[src/rtl/pwm_meas_pkg.sv]
package pwm_meas_pkg;

    // Index of each capture path in the path arrays
    typedef enum logic {
        PATH_PER = 1'b0,
        PATH_WID = 1'b1
    } path_e;

    localparam int NUM_PATHS = 2;

    // Edge that drives a given path for a chosen polarity
    function automatic logic path_edge(input path_e path, input logic pol,
                                       input logic rise, input logic fall);
        logic trig_is_fall;
        trig_is_fall = pol;
        if (path == PATH_PER) begin
            return trig_is_fall ? fall : rise;
        end
        return trig_is_fall ? rise : fall;
    endfunction

endpackage

[src/rtl/pwm_in_filter.sv]
module pwm_in_filter #(
    parameter int SYNC_STAGES = 2,
    parameter int FILT_LEN    = 4
) (
    input  logic clk_i,
    input  logic rst_ni,
    input  logic raw_i,
    output logic rise_o,
    output logic fall_o
);
    localparam int RUN_W = $clog2(FILT_LEN + 1);
    localparam logic [RUN_W-1:0] RUN_LAST = RUN_W'(FILT_LEN - 1);

    typedef struct packed {
        logic [SYNC_STAGES-1:0] sync;
        logic                   level;
        logic [RUN_W-1:0]       run;
        logic                   rise;
        logic                   fall;
    } filt_t;

    filt_t st_d, st_q;
    logic  sample;

    assign sample = st_q.sync[SYNC_STAGES-1];

    always_comb begin
        st_d      = st_q;
        st_d.sync = {st_q.sync[SYNC_STAGES-2:0], raw_i};
        if (sample != st_q.level) begin
            if (st_q.run == RUN_LAST) begin
                st_d.level = sample;
                st_d.run   = '0;
            end else begin
                st_d.run = st_q.run + 1'b1;
            end
        end else begin
            st_d.run = '0;
        end
        st_d.rise = st_d.level & ~st_q.level;
        st_d.fall = ~st_d.level & st_q.level;
    end

    always_ff @(posedge clk_i or negedge rst_ni) begin
        if (!rst_ni) begin
            st_q <= '0;
        end else begin
            st_q <= st_d;
        end
    end

    assign rise_o = st_q.rise;
    assign fall_o = st_q.fall;

    // the two edge pulses are mutually exclusive
    assert_edge_excl_R2: assert property (@(posedge clk_i) disable iff (!rst_ni)
        !(rise_o && fall_o));

    // an edge pulse only follows a completed run of agreeing samples
    assert_edge_after_run_R1: assert property (@(posedge clk_i) disable iff (!rst_ni)
        (st_q.run == RUN_LAST && sample != st_q.level) |=> (rise_o || fall_o));

endmodule

[src/rtl/pwm_cap_chan.sv]
module pwm_cap_chan #(
    parameter int CNT_W = 16
) (
    input  logic             clk_i,
    input  logic             rst_ni,
    input  logic             cap_i,
    input  logic             clr_i,
    input  logic [CNT_W-1:0] cnt_i,
    output logic [CNT_W-1:0] val_o,
    output logic             flag_o,
    output logic             ovr_o
);
    typedef struct packed {
        logic [CNT_W-1:0] val;
        logic             flag;
        logic             ovr;
    } chan_t;

    chan_t ch_d, ch_q;

    always_comb begin
        ch_d = ch_q;
        if (cap_i) begin
            ch_d.val  = cnt_i;
            ch_d.flag = 1'b1;
            ch_d.ovr  = ~clr_i & (ch_q.ovr | ch_q.flag);
        end else if (clr_i) begin
            ch_d.flag = 1'b0;
            ch_d.ovr  = 1'b0;
        end
    end

    always_ff @(posedge clk_i or negedge rst_ni) begin
        if (!rst_ni) begin
            ch_q <= '0;
        end else begin
            ch_q <= ch_d;
        end
    end

    assign val_o  = ch_q.val;
    assign flag_o = ch_q.flag;
    assign ovr_o  = ch_q.ovr;

    // capture over an uncleared flag marks overcapture
    assert_ovr_on_recapture_R6: assert property (@(posedge clk_i) disable iff (!rst_ni)
        (cap_i && flag_o && !clr_i) |=> ovr_o);

    // overcapture never stands alone
    assert_ovr_needs_flag_R6: assert property (@(posedge clk_i) disable iff (!rst_ni)
        ovr_o |-> flag_o);

    // a lone clear empties both flags
    assert_clear_R5: assert property (@(posedge clk_i) disable iff (!rst_ni)
        (clr_i && !cap_i) |=> (!flag_o && !ovr_o));

    // capture wins over a simultaneous clear
    assert_cap_wins_R5: assert property (@(posedge clk_i) disable iff (!rst_ni)
        (cap_i && clr_i) |=> (flag_o && !ovr_o));

endmodule

[src/rtl/pwm_in_meter.sv]
module pwm_in_meter
    import pwm_meas_pkg::*;
#(
    parameter int CNT_W       = 16,
    parameter int SYNC_STAGES = 2,
    parameter int FILT_LEN    = 4
) (
    input  logic             clk_i,
    input  logic             rst_ni,
    input  logic             raw_i,
    input  logic             pol_i,
    input  logic             en_i,
    input  logic             clr_per_i,
    input  logic             clr_wid_i,
    output logic [CNT_W-1:0] per_val_o,
    output logic             per_flag_o,
    output logic             per_ovr_o,
    output logic [CNT_W-1:0] wid_val_o,
    output logic             wid_flag_o,
    output logic             wid_ovr_o,
    output logic             valid_o,
    output logic             timeout_o
);
    localparam logic [CNT_W-1:0] CNT_MAX = {CNT_W{1'b1}};
    localparam logic [CNT_W-1:0] CNT_ONE = CNT_W'(1);

    typedef struct packed {
        logic [CNT_W-1:0] cnt;
        logic             armed;
        logic             win;
        logic             tmo;
        logic             valid;
    } ctl_t;

    ctl_t ctl_d, ctl_q;

    logic rise_w, fall_w;
    logic [NUM_PATHS-1:0] edge_w, cap_w, clr_w, flag_w, ovr_w;
    logic [CNT_W-1:0]     val_w [NUM_PATHS];

    pwm_in_filter #(
        .SYNC_STAGES(SYNC_STAGES),
        .FILT_LEN   (FILT_LEN)
    ) filt_i (
        .clk_i (clk_i),
        .rst_ni(rst_ni),
        .raw_i (raw_i),
        .rise_o(rise_w),
        .fall_o(fall_w)
    );

    assign clr_w[int'(PATH_PER)] = clr_per_i;
    assign clr_w[int'(PATH_WID)] = clr_wid_i;

    for (genvar g = 0; g < NUM_PATHS; g++) begin : g_path
        assign edge_w[g] = path_edge(path_e'(g), pol_i, rise_w, fall_w);
        assign cap_w[g]  = en_i & ctl_q.armed & edge_w[g];

        pwm_cap_chan #(
            .CNT_W(CNT_W)
        ) chan_i (
            .clk_i (clk_i),
            .rst_ni(rst_ni),
            .cap_i (cap_w[g]),
            .clr_i (clr_w[g]),
            .cnt_i (ctl_q.cnt),
            .val_o (val_w[g]),
            .flag_o(flag_w[g]),
            .ovr_o (ovr_w[g])
        );
    end

    logic trig;
    logic saturated;
    assign trig      = edge_w[int'(PATH_PER)];
    assign saturated = ctl_q.tmo | (ctl_q.cnt == CNT_MAX);

    always_comb begin
        ctl_d       = ctl_q;
        ctl_d.valid = 1'b0;
        if (!en_i) begin
            ctl_d.cnt   = '0;
            ctl_d.armed = 1'b0;
            ctl_d.win   = 1'b0;
            ctl_d.tmo   = 1'b0;
        end else if (trig) begin
            ctl_d.cnt   = CNT_ONE;
            ctl_d.armed = 1'b1;
            ctl_d.win   = 1'b0;
            ctl_d.tmo   = 1'b0;
            ctl_d.valid = ctl_q.armed & ctl_q.win & ~saturated;
        end else begin
            if (ctl_q.cnt != CNT_MAX) begin
                ctl_d.cnt = ctl_q.cnt + 1'b1;
            end
            ctl_d.tmo = saturated;
            if (cap_w[int'(PATH_WID)]) begin
                ctl_d.win = 1'b1;
            end
        end
    end

    always_ff @(posedge clk_i or negedge rst_ni) begin
        if (!rst_ni) begin
            ctl_q <= '0;
        end else begin
            ctl_q <= ctl_d;
        end
    end

    assign per_val_o  = val_w[int'(PATH_PER)];
    assign per_flag_o = flag_w[int'(PATH_PER)];
    assign per_ovr_o  = ovr_w[int'(PATH_PER)];
    assign wid_val_o  = val_w[int'(PATH_WID)];
    assign wid_flag_o = flag_w[int'(PATH_WID)];
    assign wid_ovr_o  = ovr_w[int'(PATH_WID)];
    assign valid_o    = ctl_q.valid;
    assign timeout_o  = ctl_q.tmo;

    // an enabled trigger restarts counting at one
    assert_trig_reload_R3: assert property (@(posedge clk_i) disable iff (!rst_ni)
        (en_i && trig) |=> (ctl_q.cnt == CNT_ONE));

    // the arming trigger leaves the period register alone
    assert_first_trig_no_cap_R4: assert property (@(posedge clk_i) disable iff (!rst_ni)
        (en_i && trig && !ctl_q.armed) |=> $stable(per_val_o));

    // a valid strobe always comes with a set period flag
    assert_valid_has_flag_R7: assert property (@(posedge clk_i) disable iff (!rst_ni)
        valid_o |-> per_flag_o);

    // timeout is only reported while the counter is pinned
    assert_sat_timeout_R8: assert property (@(posedge clk_i) disable iff (!rst_ni)
        timeout_o |-> (ctl_q.cnt == CNT_MAX));

    // disabling parks the counter and clears timeout
    assert_disable_clears_R9: assert property (@(posedge clk_i) disable iff (!rst_ni)
        !en_i |=> (ctl_q.cnt == '0 && !timeout_o));

endmodule

[config.mk]
export PLATFORM = sky130hd
export DESIGN_NAME = pwm_in_meter
export DESIGN_NICKNAME = d
export VERILOG_FILES = /design/src/rtl/pwm_meas_pkg.sv /design/src/rtl/pwm_in_filter.sv /design/src/rtl/pwm_cap_chan.sv /design/src/rtl/pwm_in_meter.sv
export SDC_FILE = /design/constraint.sdc
export NUM_CORES = 1
export LEC_CHECK = 0
export CELL_PAD_IN_SITES_DETAIL_PLACEMENT = 2
export CELL_PAD_IN_SITES_GLOBAL_PLACEMENT = 2
export CORE_ASPECT_RATIO = 0.5
export CORE_MARGIN = 1
export CORE_UTILIZATION = 38
export DETAILED_ROUTE_END_ITERATION = 16
export GPL_TIMING_DRIVEN = 0
export PLACE_DENSITY_LB_ADDON = 0.1
export RECOVER_POWER = 50
export SETUP_SLACK_MARGIN = 0.5
export SLEW_MARGIN = 20
export SYNTH_ARGS = -nofsm -noshare
export SYNTH_HDL_FRONTEND = slang
export SYNTH_SLANG_ARGS = --single-unit
export TNS_END_PERCENT = 1
[constraint.sdc]
create_clock -name clk_i -period 5.5 [get_ports clk_i]
set_clock_uncertainty 0.1 [all_clocks]
set_input_delay 0.825 -clock clk_i [delete_from_list [all_inputs] [get_ports clk_i]]
set_output_delay 0.825 -clock clk_i [all_outputs]
set_load 0.02 [all_outputs]
==> results of run 1 <==
==> synth_stat cells, types with 4 or more instances <==
cell	n
dfrtp_1	64
mux2_2	33
nor2_1	17
nand2_1	8
buf_2	7
a21oi_1	6
nor3_1	6
and4_1	4
inv_1	4
nand3_1	4
nor3b_1	4
xnor2_1	4
==> power groups by stage <==
stage,clock network [uW],logic [uW],registers [uW]
after floorplan,0,31.5,503
after global placement,0,51.5,505
after detailed placement,0,57.7,506
after CTS,548,58.6,500
after global routing,566,62.8,502
final,535,55.4,500
==> critical path, stage by stage <==
cell and delay (ns):
dlygate4sd3_1 0.59, mux2_1 0.42, or2_0 0.23, clkbuf_1 0.22
or4_1 0.55, nand2_1 0.08
==> cells by family after synthesis <==
group	synth area share
AO/OA/AOI/OAI	0.0630
XOR/XNOR	0.0134
adder cells (fa/ha/maj)	0.00955
buffers and inverters	0.0205
flip-flops	0.611
multiplexers	0.155
AND/OR/NAND/NOR	0.127
==> registers in the layout (all words and copies together), names as in the netlist <==
signal                cells
ctl_q                    18
filt_i.fall_o             1
filt_i.rise_o             1
filt_i.sample             1
filt_i.st_d               1
filt_i.st_q               4
g_path.chan_i.flag_o      2
g_path.chan_i.ovr_o       2
g_path.chan_i.val_o      32
timeout_o                 1
valid_o                   1
==> metal layers <==
layer / track usage / vias to the layer above / part of all wire / wire (um)
met1: 0.256 / 980 / 0.46 / 3090
li1: - / 853 / - / -
met3: 0.0846 / 7 / 0.044 / 297
met4: 0.0589 / 0 / 0.0099 / 66
met5: 0 / - / 0 / 0
met2: 0.371 / 40 / 0.48 / 3240
==> cell usage in the layout, fill, tap and decap left out, types with 2 or more instances in the layout <==
master,Yosys,final
nor3_1,6,6
or4_1,2,2
and3_1,2,2
dlygate4sd3_1,0,9
and4_1,4,4
nor2_1,17,17
nor4_1,2,2
buf_2,7,6
clkdlybuf4s50_1,0,34
a31oi_1,2,2
clkbuf_8,0,3
clkbuf_16,0,9
or3_1,2,2
a21oi_1,6,6
inv_1,4,4
clkbuf_1,1,4
xnor2_1,4,4
mux2_2,33,33
o21ai_0,2,2
a211oi_1,2,2
clkinv_2,0,3
mux2i_1,2,2
o41ai_1,2,2
ha_1,2,2
nor3b_1,4,4
nand4_1,3,3
nand3_1,4,4
dfrtp_1,64,64
nand2_1,8,8
o311ai_0,2,2
==> how the worst max path moves through the flow <==
stage | from | to | cells past startpoint
2_1_floorplan | pol_i | ctl_q[13] | 5
3_3_place_gp | rst_ni | g_path[0].chan_i.val_o[3] | 1
3_5_place_dp | en_i | g_path[1].chan_i.val_o[8] | 5
4_1_cts | en_i | g_path[1].chan_i.val_o[10] | 5
5_1_grt | pol_i | g_path[0].chan_i.val_o[14] | 6
6_report | pol_i | ctl_q[13] | 6
==> through the flow <==
step | worst slack (ns) | hold WS [ns] | total power, uW | instances | utilization
floorplan | 3.32 | 0.231 | 535 | 203 | -
global placement | 1.48 | 0.238 | 556 | 335 | 0.499
detailed placement | 2.54 | 0.254 | 564 | 336 | 0.502
CTS | 2.90 | 0.283 | 1110 | 352 | 0.547
global route | 2.67 | 0.283 | 1130 | 352 | 0.545
finish | 2.76 | 0.268 | 1090 | 352 | 0.545
==> cell type report <==
cell class / count / area share
Buffer: 8 / 0.0108
Clock buffer: 13 / 0.0780
Clock inverter: 3 / 0.00433
Inverter: 4 / 0.00433
Multi-Input combinational cell: 127 / 0.278
Sequential cell: 64 / 0.462
Tap cell: 88 / 0.0318
Timing Repair Buffer: 45 / 0.131
==> flow_summary_export.csv, run 1 <==
group,metric,value,unit
routing,drcViolationCount,0,
timing,setup_viol,0,
timing,grt_setup_unrepaired,"false",
final_layout,final_area,3470,um2
routing,wire_per_inst,19.0,um
clock_network,cts_tree,"yes",
place,io_buffers,44,
clock_network,htree_levels,3,
final_layout,fill_cells,608,
min_path,hold_start,"filt_i.st_d[7]",
yosys,yosysSeqAreaShare,0.611,
place,dp_hpwl,4.45,mm
outcome,outcome,"finished, violations left",
final_layout,n_antenna_cell,0,
die,ios,45,
clock_network,hold_buffers,0,
setup_path,worst-setup-path-type,"in2reg",
final_layout,nets,268,
setup_path,cp_max_fo,8,
routing,routed_via_density,5.34,
final_layout,regArea,1600,um2
setup_path,regToRegStartpoint,"ctl_q[5]",
final_layout,multi_input_area,962,um2
routing,ant_nets,0,
power_and_ir_drop,p_int,849,uW
yosys,ys_ff_latch,64,
place,gp_congestion,0.785,
setup_path,arrival,2.91,ns
timing,max_freq,365,MHz
timing,setup_tns,0,ns
yosys,yosysTopAreaCellShare,0.611,
grt,grt_use_total,0.214,
timing,hold_viol,0,
flow_run,drv_cap,1,
setup_path,critPathLaunchType,"input pin",
die,die-width,119,um
grt,grt_overflow,0,
setup_path,cp.required,5.67,ns
grt,grt_pass1_vias,2076,
yosys,avgSynthCellArea,12.9,um2
power_and_ir_drop,clockPowerShare,0.491,
routing,via_count,1880,
clock_network,cts.clk_slew.worst_paths,0.05,ns
die,core,6360,um2
clock_network,clock_path_buffers,2,
timing,finalMaxSlewViolations,29,
clock_network,clock-root-buffer,"clkbuf_16",
clock_network,cts_sinks,64,
routing,routed_wl,6.70,mm
power_and_ir_drop,p_sw_frac,0.221,
min_path,min_path_cells,0,
power_and_ir_drop,p_sw,241,uW
timing,fin_crit_sh,0.498,
grt,grt_pass1_wl,11.2,mm
clock_network,cts_resized,0,
setup_path,reg2reg_to,"ctl_q[10]",
timing,slew_headroom,-0.120,
die,initial_utilization,0.412,
yosys,synthFlopType,"dfrtp_1",
die,dieArea,7250,um2
grt,grt_max_degree,37,
yosys,postSynthCellCount,203,
routing,drt_iter0_drc,34,
min_path,hold-path-endpoint,"filt_i.sample",
power_and_ir_drop,irDropWorstVdd,230,uV
die,rows,20,
power_and_ir_drop,pwr-share-comb,0.051,
min_path,min_path_type,"reg2reg",
place,place_area,3190,um2
final_layout,drive_gt1_frac,0.216,
yosys,yosys.area.top_type,"dfrtp_1",
clock_network,post-cts-setup-buffers,0,
grt,antenna_found_initial,0,
yosys,synth.cell_area,2620,um2
yosys,ys_types,41,
yosys,synth.net_count,212,
timing,fin_crit,2.74,ns
final_layout,syn_to_final_growth,32.2,%
power_and_ir_drop,share_seq_of_total_power,0.459,
setup_path,r2r_setup_slack,3.24,ns
setup_path,ff2ff_path_depth,6,
clock_network,numCtsBuffers,9,
power_and_ir_drop,p_per_area,315,nW/um2
setup_path,cp-end-kind,"flop",
die,dieHeight,60.7,um
routing,drtPass1Iterations,4,
clock_network,clock_latency,0.33,ns
yosys,ys.warnings.count,0,
outcome,violations,"max-capacitance violations, max-slew violations",
timing,worst_pin_slew,1.68,ns
yosys,synthTopCellsByArea,"dfrtp_1 (61%), mux2_2 (14%), nor2_1 (2.4%)",
yosys,synth_edf_count,0,
power_and_ir_drop,cellLeakagePower,0.00159,uW
yosys,synthArstFlopShare,1.00,
Power figures use the tool's default switching activity.
==> run 2, diff against run 1 <==
- CORE_UTILIZATION: 38 -> 35
- clock period: 5.5 -> 2.8 ns (I/O delays scaled with it)
==> run 2 against run 1 <==
Compared with the run above:
- the run now ends clean
- critical path depth did not move
- largest power group unchanged
- critical endpoint is now g_path[0].chan_i.val_o[14]
- sequential share of layout area is 0.35 points lower
- highest routed layer unchanged
- clock power increased by 93%
==> flow_summary_export.csv, run 2 (synthesis results as in run 1) <==
group,metric,value,unit
outcome,outcome,"complete, no violations",
routing,ant_nets,0,
setup_path,cpMaxStageDelayCell,"dlygate4sd3_1",
final_layout,n_antenna_cell,0,
timing,setup_tns,0,ns
timing,slew_headroom,0.170,
final_layout,layout_commonest_cell,"dfrtp_1",
final_layout,fill_cells,688,
place,io_buffers,44,
grt,grt_pass1_vias,2125,
final_layout,stdcell_count,355,
place,placed_cells,340,
setup_path,worst-setup-path-type,"in2reg",
timing,hold_viol,0,
grt,grt_overflow,0,
grt,grt_pass1_wl,11.5,mm
grt,grt_use_total,0.196,
clock_network,cts_tree,"yes",
routing,drt_iter0_drc,57,
grt,grt_max_degree,45,
timing,grt_setup_unrepaired,"true",
routing,wire_per_inst,19.0,um
die,initial_utilization,0.376,
clock_network,clock_latency,0.33,ns
clock_network,clock_path_buffers,2,
clock_network,clock-root-buffer,"clkbuf_16",
final_layout,final_area,3490,um2
routing,routed_via_density,5.24,
place,gp_congestion,0.789,
final_layout,drive_gt1_frac,0.209,
routing,via_count,1859,
routing,drcViolationCount,0,
flow_run,drv_cap,0,
timing,fin_ws,0.481,ns
min_path,min_path_type,"reg2reg",
setup_path,cp_common_cell,"buf_2",
die,rows,21,
power_and_ir_drop,p_per_area,608,nW/um2
clock_network,cts.clk_slew.worst_paths,0.05,ns
setup_path,cp_max_fo,10,
timing,max_freq,431,MHz
die,dieArea,7860,um2
final_layout,syn_to_final_growth,33.2,%
die,ios,45,
clock_network,numCtsBuffers,9,
routing,routed_wl,6.73,mm
timing,fin_crit,2.32,ns
timing,setup_viol,0,
setup_path,cp-end-kind,"flop",
timing,fin_crit_sh,0.828,
place,pre_cts_ws,0.232,ns
place,dp_hpwl,4.40,mm
place,place_area,3200,um2
power_and_ir_drop,irDropWorstVdd,360,uV
setup_path,critPathLaunchType,"input pin",
die,core,6960,um2
routing,drtPass1Iterations,4,
die,dieHeight,63.2,um
final_layout,nets,269,
final_layout,most-common-layout-cells,"dfrtp_1 (64), clkdlybuf4s50_1 (40), mux2_2 (32)",
timing,whs,0.258,ns
timing,finalMaxSlewViolations,0,
setup_path,arrival,2.42,ns
clock_network,htree_levels,3,
final_layout,largest_register_ffs,32,
die,die-width,124,um
setup_path,crit_path_max_incr_delay,0.60,ns
setup_path,critical_path.cell_chain,"dlygate4sd3_1, mux2_1, nor2b_1, buf_2, buf_2, mux2_2",
setup_path,cp.required,2.91,ns
grt,antenna_found_initial,0,
timing,worst_pin_slew,1.25,ns
clock_network,cts_sinks,64,
power_and_ir_drop,cellLeakagePower,0.00157,uW
## run 2: cell types whose count changed in the layout (fill, tap and decap cells not counted), sizes merged
cell,before,now
clkbuf,16,17
clkdlybuf4s50,34,40
clkinv,3,0
dlygate4sd3,9,4
## run 2: worst max-delay path, delay by kind of cell
| family | cells | cell delay [ns] |
|---|---|---|
| mux | 2 | 0.68 |
| buf+inv | 3 | 1.18 |
| simple gates | 1 | 0.14 |
## run 2: what timing repair did
| item | in CTS | in global routing |
|---|---|---|
| setup buffers | 0 | 0 |
| hold endpoints to repair | 20 | 0 |
| hold buffers | 1 | 0 |
| resized for setup | 0 | 3 |
| endpoints found under the setup margin | 0 | 16 |
## run 2: worst paths after layout
| kind | from | endpoint | slack (ns) | cells past startpoint |
|---|---|---|---|---|
| worst max-delay path | pol_i | g_path[0].chan_i.val_o[14] | 0.48 | 6 |
| worst min register to register | filt_i.st_d[7] | filt_i.sample | 0.26 | 0 |
| worst min-delay path | filt_i.st_d[7] | filt_i.sample | 0.26 | 0 |
| worst max register to register | ctl_q[4] | ctl_q[5] | 0.68 | 6 |
| min in group asynchronous | rst_ni | filt_i.fall_o | 0.79 | 2 |
| max in group asynchronous | rst_ni | g_path[0].chan_i.flag_o | 1.00 | 3 |
## run 2: per-layer routing
metal,GRT usage,vias to the layer above,wire length (um)
li1,-,854,-
met1,0.250,960,3210
met2,0.318,37,3210
met3,0.0688,8,229
met4,0.0557,0,80
met5,0,-,0
## run 2: layout make-up
class                      instances  area [um2]  share of cell area
sequential                        64        1600               0.459
clock buffer                      14         274              0.0785
multi-input combinational        127         973               0.279
timing repair buffer              46         472               0.135
buffer                             8        41.3              0.0118
tap                               92         115              0.0330
inverter                           4        15.0             0.00430
## run 2: through the flow
step / power, uW / util
6_report: 2120 / 0.502
5_1_grt: 2210 / 0.502
4_1_cts: 2150 / 0.501
3_5_place_dp: 1110 / 0.460
3_3_place_gp: 1090 / 0.456
2_1_floorplan: 1050 / -
## run 2: report_power, final
part	switching [uW]	internal, uW	leakage, uW	total [uW]
registers	25.7	955	0.000883	981
clock network	367	661	0.000135	1030
logic	65.2	50.5	0.000553	116
total	457	1670	0.00157	2120
==> run 3, diff against run 2 <==
- clock period: 2.8 -> 2.2 ns (I/O delays scaled with it)
==> run 3 against run 2 <==
Compared with the run above:
- combinational power increased by 50%
- count of clock-buffer cells in the layout unchanged
- flip-flop and latch count did not move
- wire length is 18% higher
- final cell count is 6.5% higher
==> flow_summary_export.csv, run 3 (synthesis results as in run 1) <==
group,metric,value,unit
final_layout,n_antenna_cell,0,
routing,maxUsedRoutingLayer,"met4",
clock_network,cts_tree,"yes",
flow_run,drv_cap,0,
grt,grt_use_total,0.202,
die,die-width,124,um
final_layout,fill_cells,662,
outcome,outcome,"complete, no violations",
die,core,6960,um2
setup_path,cp_max_fo,10,
setup_path,r2r_setup_slack,0.36,ns
setup_path,crit_path_max_incr_delay,0.37,ns
timing,setup_tns,0,ns
die,dieArea,7860,um2
clock_network,numCtsBuffers,9,
final_layout,stdcell_count,378,
final_layout,nets,290,
setup_path,cp.required,2.31,ns
final_layout,layout_commonest_cell,"dfrtp_1",
min_path,min_path_cells,2,
clock_network,cts_sinks,64,
setup_path,critPathLaunchType,"flop",
timing,setup_viol,0,
clock_network,clock_latency,0.33,ns
power_and_ir_drop,p_per_area,755,nW/um2
place,gp_congestion,0.719,
routing,wirelength_met1,3.52,mm
setup_path,cp_common_cell,"buf_6",
routing,met3_length,241,um
setup_path,cpMaxStageDelayCell,"dfrtp_1",
die,dieHeight,63.2,um
setup_path,reg2reg_to,"g_path[0].chan_i.val_o[10]",
final_layout,drive_gt1_frac,0.350,
min_path,hold-path-endpoint,"ctl_q[4]",
grt,grt_overflow,0,
die,rows,21,
setup_path,cp-end-kind,"flop",
routing,drtPass1Iterations,4,
place,placed_cells,340,
min_path,hold_start,"en_i",
die,ios,45,
final_layout,syn_to_final_growth,44.4,%
clock_network,htree_levels,3,
clock_network,clock_path_buffers,2,
timing,hold_viol,0,
routing,wire_per_inst,21.0,um
place,pre_cts_ws,-0.348,ns
timing,slew_headroom,0.172,
routing,ant_nets,0,
clock_network,clock-root-buffer,"clkbuf_16",
final_layout,most-common-layout-cells,"dfrtp_1 (53), clkdlybuf4s50_1 (40), mux2_2 (33)",
routing,via_count,1984,
place,dp_hpwl,4.71,mm
setup_path,ff2ff_path_depth,6,
min_path,min_path_type,"in2reg",
routing,routed_wl,7.93,mm
setup_path,critical_path.cell_chain,"mux2_1, clkbuf_4, nor2b_1, buf_6, buf_6, mux2_2",
setup_path,worst-setup-path-type,"reg2reg",
routing,drt_iter0_drc,46,
setup_path,regToRegStartpoint,"filt_i.fall_o",
clock_network,cts.clk_slew.worst_paths,0.06,ns
place,io_buffers,44,
timing,max_freq,544,MHz
final_layout,largest_register_ffs,32,
timing,worst_pin_slew,1.24,ns
timing,finalMaxSlewViolations,0,
routing,met2WireLength,4.05,mm
grt,grt_max_degree,45,
setup_path,arrival,1.95,ns
timing,fin_crit_sh,0.835,
routing,routed_via_density,5.25,
grt,grt_pass1_vias,2218,
grt,antenna_found_initial,0,
routing,drcViolationCount,0,
timing,fin_ws,0.363,ns
power_and_ir_drop,cellLeakagePower,0.00174,uW
timing,grt_setup_unrepaired,"true",
final_layout,fin_util,0.544,
power_and_ir_drop,irDropWorstVdd,428,uV
grt,grt_pass1_wl,12.0,mm
die,initial_utilization,0.376,
timing,fin_crit,1.84,ns
-- run 3: cell count changes in the layout (fill, tap and decap cells not counted), moves of 6 or more --
| cell | previous run | this run |
|---|---|---|
| buf_6 | 0 | 6 |
| buf_2 | 6 | 0 |
| dfrtp_2 | 0 | 11 |
| buf_4 | 0 | 17 |
| dfrtp_1 | 64 | 53 |
-- run 3: area by class of cell --
| cell class | count | area [um2] | share of cell area |
|---|---|---|---|
| Sequential cell | 64 | 1620 | 0.427 |
| Multi-Input combinational cell | 127 | 1030 | 0.273 |
| Timing Repair Buffer | 67 | 631 | 0.167 |
| Clock buffer | 14 | 294 | 0.0777 |
| Tap cell | 92 | 115 | 0.0304 |
| Buffer | 8 | 73.8 | 0.0195 |
| Inverter | 4 | 15.0 | 0.00397 |
| Clock inverter | 2 | 10.0 | 0.00264 |
-- run 3: how the worst max path moves through the flow --
stage                              from                    endpoint  cells after the start
final                     filt_i.fall_o  g_path[0].chan_i.val_o[10]                      6
after global routing             rst_ni                   ctl_q[14]                      2
after CTS                      ctl_q[5]                    ctl_q[5]                      6
after detailed placement           en_i  g_path[1].chan_i.val_o[11]                      5
after global placement           rst_ni   g_path[1].chan_i.val_o[1]                      1
after floorplan                ctl_q[4]                   ctl_q[17]                      5
-- run 3: stage by stage --
stage,power (uW),cell area [um2],hold WS (ns)
after floorplan,1340,2630,-0.0656
after global placement,1390,3190,0.237
after detailed placement,1420,3210,0.141
after CTS,2840,3580,0.263
after global routing,2940,3790,0.237
final,2860,3790,0.228
-- run 3: worst max-delay path: cells and delay by family (launching register included) --
kind	cells	cell delay, ns
and+or+nand+nor	1	0.14
muxes	2	0.63
buffers and inverters	3	0.48
DFF	1	0.37
-- run 3: report_power, final --
group	internal (uW)	switching, uW
Clock	913	523
Combinational	81.4	92.3
Sequential	1220	35.7
-- run 3: repair_timing --
action | in CTS | in global routing
endpoints found under the setup margin | 91 | 72
endpoints found under the hold margin | 20 | 0
resized for setup | 14 | 34
gates cloned | 0 | 1
setup buffers | 1 | 19
pin swaps | 1 | 6
hold buffers | 1 | 0
-- run 3: routing by layer --
metal | vias to the layer above | global-route usage
met5 | - | 0
met4 | 0 | 0.0753
met3 | 14 | 0.0578
met2 | 42 | 0.348
met1 | 1030 | 0.241
li1 | 898 | -
